===== config.mk =====
export PLATFORM = sky130hd
export DESIGN_NAME = swd_wire_engine
export DESIGN_NICKNAME = d
export VERILOG_FILES = /design/src/rtl/swd_wire_pkg.sv /design/src/rtl/swd_half_timer.sv /design/src/rtl/swd_bit_seq.sv /design/src/rtl/swd_shift_path.sv /design/src/rtl/swd_wire_engine.sv
export SDC_FILE = /design/constraint.sdc
export NUM_CORES = 1
export LEC_CHECK = 0
export BUFFER_PORTS_ARGS = -buffer_cell sky130_fd_sc_hd__buf_4
export CELL_PAD_IN_SITES_DETAIL_PLACEMENT = 1
export CELL_PAD_IN_SITES_GLOBAL_PLACEMENT = 1
export CORE_UTILIZATION = 45
export CTS_CLUSTER_SIZE = 24
export DETAILED_ROUTE_END_ITERATION = 8
export PLACE_DENSITY_LB_ADDON = 0.12
export SETUP_SLACK_MARGIN = 0.1
export SLEW_MARGIN = 5
export SYNTH_ARGS = -nofsm -noshare
export SYNTH_HDL_FRONTEND = slang
export SYNTH_SLANG_ARGS = --single-unit

===== constraint.sdc =====
create_clock -name clk_i -period 3.7 [get_ports clk_i]
set_clock_uncertainty 0.2 [all_clocks]
set_input_delay 0.74 -clock clk_i [delete_from_list [all_inputs] [get_ports clk_i]]
set_output_delay 0.74 -clock clk_i [all_outputs]
set_load 0.05 [all_outputs]

===== src/rtl/swd_wire_pkg.sv =====
package swd_wire_pkg;
  localparam int MAX_BITS = 64;
  typedef enum logic {OWN_HOST = 1'b0, OWN_TGT = 1'b1} owner_e;
endpackage


===== src/rtl/swd_half_timer.sv =====
module swd_half_timer #(
  parameter int HALF_W = 8
) (
  input  logic              clk_i,
  input  logic              rst_ni,
  input  logic              load_i,
  input  logic              run_i,
  input  logic [HALF_W-1:0] half_i,
  output logic              rise_o,
  output logic              fall_o,
  output logic              sclk_o
);
  logic [HALF_W-1:0] lim_q, cnt_q;
  logic              high_q;
  logic              at_end;

  assign at_end = run_i && (cnt_q == lim_q - 1'b1);
  assign rise_o = at_end && !high_q;
  assign fall_o = at_end && high_q;
  assign sclk_o = high_q;

  always_ff @(posedge clk_i or negedge rst_ni) begin
    if (!rst_ni) begin
      lim_q  <= HALF_W'(1);
      cnt_q  <= '0;
      high_q <= 1'b0;
    end else if (load_i) begin
      lim_q  <= (half_i == '0) ? HALF_W'(1) : half_i;
      cnt_q  <= '0;
      high_q <= 1'b0;
    end else if (at_end) begin
      cnt_q  <= '0;
      high_q <= ~high_q;
    end else if (run_i) begin
      cnt_q  <= cnt_q + 1'b1;
    end
  end

  assert_half_bounded_R2: assert property (@(posedge clk_i) disable iff (!rst_ni)
    run_i |-> (cnt_q < lim_q));
endmodule


===== src/rtl/swd_bit_seq.sv =====
module swd_bit_seq
  import swd_wire_pkg::*;
#(
  parameter int MAX_BITS = 64,
  parameter int TURN_CYC = 1,
  localparam int CNT_W = $clog2(MAX_BITS + 1),
  localparam int IDX_W = $clog2(MAX_BITS),
  localparam int TW    = $clog2(TURN_CYC + 1)
) (
  input  logic             clk_i,
  input  logic             rst_ni,
  input  logic             start_i,
  input  logic             rd_i,
  input  logic [CNT_W-1:0] nbits_i,
  input  logic             fall_i,
  output logic             busy_o,
  output logic             done_o,
  output logic             load_o,
  output logic             step_o,
  output logic             dir_o,
  output logic             data_next_o,
  output logic [IDX_W-1:0] idx_next_o,
  output logic             in_data_o,
  output logic [IDX_W-1:0] idx_o,
  output logic             rd_q_o,
  output logic             last_o
);
  logic             busy_q, done_q, rd_q;
  owner_e           owner_q;
  logic [TW-1:0]    turn_q, turn0, turn_nx;
  logic [IDX_W-1:0] idx_q, idx_nx, nlast_q;
  logic             load, last, adv;

  assign load    = start_i && !busy_q;
  assign turn0   = (owner_q != owner_e'(rd_i)) ? TW'(TURN_CYC) : '0;
  assign last    = busy_q && (turn_q == '0) && (idx_q == nlast_q);
  assign adv     = fall_i && !last;
  assign turn_nx = (turn_q != '0) ? turn_q - 1'b1 : '0;
  assign idx_nx  = (turn_q != '0) ? idx_q : idx_q + 1'b1;

  assign load_o      = load;
  assign step_o      = load || adv;
  assign dir_o       = load ? rd_i : rd_q;
  assign data_next_o = load ? (turn0 == '0) : (turn_nx == '0);
  assign idx_next_o  = load ? '0 : idx_nx;
  assign in_data_o   = busy_q && (turn_q == '0);
  assign idx_o       = idx_q;
  assign rd_q_o      = rd_q;
  assign last_o      = last;
  assign busy_o      = busy_q;
  assign done_o      = done_q;

  always_ff @(posedge clk_i or negedge rst_ni) begin
    if (!rst_ni) begin
      busy_q  <= 1'b0;
      done_q  <= 1'b0;
      rd_q    <= 1'b0;
      owner_q <= OWN_HOST;
      turn_q  <= '0;
      idx_q   <= '0;
      nlast_q <= '0;
    end else begin
      done_q <= fall_i && last;
      if (load) begin
        busy_q  <= 1'b1;
        rd_q    <= rd_i;
        owner_q <= owner_e'(rd_i);
        turn_q  <= turn0;
        idx_q   <= '0;
        nlast_q <= IDX_W'(nbits_i - 1'b1);
      end else if (fall_i) begin
        if (last) begin
          busy_q <= 1'b0;
        end else begin
          turn_q <= turn_nx;
          idx_q  <= idx_nx;
        end
      end
    end
  end

  assert_done_single_R7: assert property (@(posedge clk_i) disable iff (!rst_ni)
    done_q |=> !done_q);
  assert_idx_in_range_R9: assert property (@(posedge clk_i) disable iff (!rst_ni)
    busy_q |-> (idx_q <= nlast_q));
  assert_busy_start_ignored_R8: assert property (@(posedge clk_i) disable iff (!rst_ni)
    (busy_q && !fall_i) |=> (busy_q && $stable(rd_q) && $stable(nlast_q)));
endmodule


===== src/rtl/swd_shift_path.sv =====
module swd_shift_path #(
  parameter int MAX_BITS = 64,
  localparam int IDX_W = $clog2(MAX_BITS)
) (
  input  logic                clk_i,
  input  logic                rst_ni,
  input  logic                load_i,
  input  logic [MAX_BITS-1:0] wdata_i,
  input  logic                step_i,
  input  logic                dir_i,
  input  logic                data_next_i,
  input  logic [IDX_W-1:0]    idx_next_i,
  input  logic                sample_i,
  input  logic [IDX_W-1:0]    idx_i,
  input  logic                swdi_i,
  input  logic                finish_i,
  output logic                swdo_o,
  output logic                swdoe_o,
  output logic [MAX_BITS-1:0] rdata_o
);
  logic [MAX_BITS-1:0] wdata_q, wsrc, cap_q, rdata_q;
  logic                do_q, oe_q, drive;

  assign wsrc  = load_i ? wdata_i : wdata_q;
  assign drive = !dir_i && data_next_i;

  always_ff @(posedge clk_i or negedge rst_ni) begin
    if (!rst_ni) begin
      wdata_q <= '0;
      cap_q   <= '0;
      rdata_q <= '0;
      do_q    <= 1'b0;
      oe_q    <= 1'b1;
    end else begin
      if (load_i) begin
        wdata_q <= wdata_i;
        cap_q   <= '0;
      end
      if (step_i) begin
        oe_q <= drive;
        if (drive) do_q <= wsrc[idx_next_i];
      end
      if (sample_i) cap_q[idx_i] <= swdi_i;
      if (finish_i) rdata_q <= cap_q;
    end
  end

  assign swdo_o  = do_q;
  assign swdoe_o = oe_q;
  assign rdata_o = rdata_q;

  assert_no_drive_on_sample_R6: assert property (@(posedge clk_i) disable iff (!rst_ni)
    sample_i |-> !swdoe_o);
endmodule


===== src/rtl/swd_wire_engine.sv =====
module swd_wire_engine
  import swd_wire_pkg::*;
#(
  parameter int MAX_BITS = swd_wire_pkg::MAX_BITS,
  parameter int HALF_W   = 8,
  parameter int TURN_CYC = 1,
  localparam int CNT_W = $clog2(MAX_BITS + 1),
  localparam int IDX_W = $clog2(MAX_BITS)
) (
  input  logic                clk_i,
  input  logic                rst_ni,
  input  logic                start_i,
  input  logic                rd_i,
  input  logic [CNT_W-1:0]    nbits_i,
  input  logic [HALF_W-1:0]   half_i,
  input  logic [MAX_BITS-1:0] wdata_i,
  output logic                busy_o,
  output logic                done_o,
  output logic [MAX_BITS-1:0] rdata_o,
  output logic                swclk_o,
  output logic                swdo_o,
  output logic                swdoe_o,
  input  logic                swdi_i
);
  logic             load, step, dir, data_next, in_data, rd_q, last;
  logic             rise, fall;
  logic [IDX_W-1:0] idx_next, idx;

  swd_half_timer #(.HALF_W(HALF_W)) u_timer (
    .clk_i, .rst_ni, .load_i(load), .run_i(busy_o), .half_i,
    .rise_o(rise), .fall_o(fall), .sclk_o(swclk_o)
  );

  swd_bit_seq #(.MAX_BITS(MAX_BITS), .TURN_CYC(TURN_CYC)) u_seq (
    .clk_i, .rst_ni, .start_i, .rd_i, .nbits_i, .fall_i(fall),
    .busy_o, .done_o, .load_o(load), .step_o(step), .dir_o(dir),
    .data_next_o(data_next), .idx_next_o(idx_next), .in_data_o(in_data),
    .idx_o(idx), .rd_q_o(rd_q), .last_o(last)
  );

  swd_shift_path #(.MAX_BITS(MAX_BITS)) u_path (
    .clk_i, .rst_ni, .load_i(load), .wdata_i, .step_i(step), .dir_i(dir),
    .data_next_i(data_next), .idx_next_i(idx_next),
    .sample_i(rise && in_data && rd_q), .idx_i(idx), .swdi_i,
    .finish_i(fall && last && rd_q),
    .swdo_o, .swdoe_o, .rdata_o
  );

  assert_idle_clk_low_R2: assert property (@(posedge clk_i) disable iff (!rst_ni)
    !busy_o |-> !swclk_o);
  assert_turn_released_R5: assert property (@(posedge clk_i) disable iff (!rst_ni)
    (busy_o && !in_data) |-> !swdoe_o);
  assert_do_hold_high_R3: assert property (@(posedge clk_i) disable iff (!rst_ni)
    (swclk_o && $past(swclk_o)) |-> $stable(swdo_o));
  assert_done_idle_R7: assert property (@(posedge clk_i) disable iff (!rst_ni)
    done_o |-> !busy_o);
endmodule


==> flow_metrics.env <==
export IMPL_grt_max_degree=99
export IMPL_globalplace_congestion=0.7655
export IMPL_status="finished, final reports clean"
export IMPL_clkSinkCount=228
export IMPL_worst_setup_path_end_kind="register"
export IMPL_crit_arrival_ns=3.58
export IMPL_synth_seq_cells=228
export IMPL_p_leak_nw=6.690
export IMPL_track_usage_pct=22.56
export IMPL_numCtsBuffers=25
export IMPL_hold_buffers=0
export IMPL_clk_pin_slew_ns=0.06
export IMPL_core_area_um2=22920
export IMPL_syn_instance_count=992
export IMPL_ys_flop_type="dfrtp_1"
export IMPL_critPathSlowestCell="xnor2_1"
export IMPL_grt_first_pass_wirelength_um=43710
export IMPL_area_growth_pct=22.03
export IMPL_drt_first_pass_iters=4
export IMPL_die_y_um=155.6
export IMPL_finalInstanceArea_um2=12950
export IMPL_num_antenna_cells=0
export IMPL_netlist_area_um2=10610
export IMPL_route_vias_total=7665
export IMPL_drive_gt1_share_pct=27.23
export IMPL_setup_viol=0
export IMPL_ios=153
export IMPL_slew_headroom_pct=37.11
export IMPL_cp_cell_sequence="ha_1 > nand2b_1 > xnor2_1 > nand2_1 > a221oi_1 > nor4_1 > a311oi_1 > a22oi_1 > mux2_2"
export IMPL_holdWs_ns=0.04703
export IMPL_numPortBuffers=151
export IMPL_path_max_fanout=15
export IMPL_drtIter0Drc=303
export IMPL_antenna_left=0
export IMPL_fmaxAchievable_ghz=0.2953
export IMPL_seq_area_frac_synth_pct=53.78
export IMPL_async_reset_ff_share_pct=100.0
export IMPL_syn_nets=1080
export IMPL_vias_per_cell=5.254
export IMPL_setup_tns_ns=0
export IMPL_critPathRequiredTime_ns=3.90
export IMPL_start_util_pct=46.32
export IMPL_routed_wl_um=26410
export IMPL_synth_edf_count=0
export IMPL_worstSkewPairLatency_ns=0.51
export IMPL_fin_total_pwr_w=0.008235
export IMPL_drcViolationCount=0
export IMPL_layout_min_cycle_time_ns=3.386
export IMPL_wl_per_cell_um=18.10
export IMPL_placed_area_um2=12140
export IMPL_slew_violations=0
export IMPL_fp_dieArea_um2=24210
export IMPL_hpwl_um=17660
export IMPL_p_per_area_nw_per_um2=635.8
export IMPL_rows=55
export IMPL_htree_num_levels=1
export IMPL_globalRoute_totalOverflow=0
export IMPL_r2r_start="u_seq.idx_o[1]"
export IMPL_die_x_um=155.6
export IMPL_yosysWarnings=0
export IMPL_post_cts_setup_buffers=0
export IMPL_tightest_slew_ns=0.9366
export IMPL_cts_resized=0
export IMPL_grt_pass1_vias=8135
export IMPL_antenna_found_initial=0
export IMPL_yosysUniqueCellTypes=56
export IMPL_critPathLaunch="u_seq.idx_o[1]"
export IMPL_period_share_pct=91.52
export IMPL_rsz0062_at_grt="false"
export IMPL_hold_viol=0
export IMPL_critical_path_class="register to register"
export IMPL_cp_start_kind="register"
export IMPL_cts_root_buf="clkbuf_16"
export IMPL_cpPeakStageDelay_ns=0.74
export IMPL_post_route_util_pct=56.52
export IMPL_hp_class="primary input to async pin"
export IMPL_cap_violations=0
export IMPL_avgSynthCellArea_um2=10.70
export IMPL_ctsLongestPathBuffers=3
export IMPL_cts_tree="done"
export IMPL_nNetsFinal=1220
export IMPL_peakVddDrop_mv=0.3295
cell usage after synthesis (3+ instances only):
cell type    n  area share [%]
nand2_1    310              11
dfrtp_1    226              53
mux2_4      60             8.5
clkbuf_1    53             1.9
mux2i_1     49             4.6
o211ai_1    35             2.5
o31ai_1     32             2.3
nor2_1      22            0.78
mux2_2      18             1.9
o21ai_0     16            0.75
xnor2_1     14             1.2
xor2_1      12            0.99
nand3_1     10            0.47
nand4_1     10            0.59
nor3_1      10            0.47
a21oi_1      8            0.38
inv_1        8            0.28
nor2b_1      7            0.41
buf_6        6            0.64
mux4_2       5             1.1
nor3b_1      5            0.35
o22ai_1      5            0.29
a31oi_1      4            0.24
and3_1       4            0.24
and4b_1      4            0.38
buf_1        4            0.14
ha_1         4            0.47
nand2b_1     4            0.24
nor4_1       4            0.24
o22a_1       4            0.33
or3_1        4            0.24
a211oi_1     3            0.21
and2_1       3            0.18
buf_2        3            0.14
where the power goes:
| part | switching [W] | internal (W) |
|---|---|---|
| clock network | 0.000983 | 0.00153 |
| registers | 0.000395 | 0.00292 |
| logic | 0.00134 | 0.00106 |
| total | 0.00272 | 0.00551 |
area by class of cell:
type                    count  area, µm²
clock inverters            10      157.7
inverters                   9      33.78
fillers                  2518       9963
flip-flops and latches    228       5708
well taps                 313      391.6
multi-input cells         688       4607
repair buffers            180       1396
clock buffers              31      658.1
routing by layer:
layer / global-route usage, % / share of wire [%]
met1: 29.63 / 45
met2: 39.59 / 50
met3: 3.083 / 3.7
met4: 5.135 / 1.6
met5: 0 / 0
worst max-delay path: cells and delay by family (launching register included):
| family | cells | cell delay (ns) |
|---|---|---|
| AOI/OAI and AO/OA | 3 | 0.66 |
| xor gates and xnor gates | 1 | 0.74 |
| adders and majority gates | 1 | 0.27 |
| DFF | 1 | 0.62 |
| muxes | 1 | 0.27 |
| and+or+nand+nor | 3 | 0.50 |
kinds of logic after synthesis:
kind of cell / after synthesis / synth area share (%)
and+or+nand+nor: 408 / 16.47
DFF: 228 / 53.78
muxes: 133 / 16.19
AOI/OAI and AO/OA: 117 / 7.768
buffers and inverters: 76 / 3.183
xor gates and xnor gates: 26 / 2.145
adders and majority gates: 4 / 0.4716
registers in the layout (all words and copies together) (netlist names):
| name | cells |
|---|---|
| u_path.cap_q | 64 |
| u_path.rdata_o | 64 |
| u_path.swdo_o | 1 |
| u_path.swdoe_o | 1 |
| u_path.wdata_q | 64 |
| u_seq.busy_o | 1 |
| u_seq.done_o | 1 |
| u_seq.idx_o | 6 |
| u_seq.nlast_q | 6 |
| u_seq.owner_q | 1 |
| u_seq.rd_q_o | 1 |
| u_seq.turn_q | 1 |
| u_timer.cnt_q | 8 |
| u_timer.lim_q | 8 |
| u_timer.sclk_o | 1 |
cell usage in the layout, fill, tap and decap left out, drive strengths merged, types with 7 or more instances in the layout:
cell type  count
inv            9
a21oi          8
nor2          23
nand2        310
o211ai        35
nor3          10
nand4         10
o31ai         32
xnor2         14
xor2          12
mux2i         49
nand3         10
dfrtp        226
buf          180
mux2          79
clkbuf        31
nor2b          7
o21ai         16
path summary, 6_finish.rpt:
check / slack, ns / endpoint / depth (start not counted)
max: 0.31 / u_path.swdo_o / 9
min reg2reg: 0.27 / u_path.wdata_q[45] / 2
min in group clk_i: 0.22 / u_path.wdata_q[51] / 3
max reg2reg: 0.31 / u_path.swdo_o / 9
max in group asynchronous: 2.42 / u_path.rdata_o[19] / 2
min: 0.05 / u_path.rdata_o[27] / 1
stage by stage:
stage	worst slack, ns	cells
floorplan	0.5119	992
global placement	0.4307	1418
detailed placement	0.3850	1418
CTS	0.2845	1459
global route	0.1161	1459
finish	0.3139	1459
Note: power is estimated with default switching activity, not from simulation.
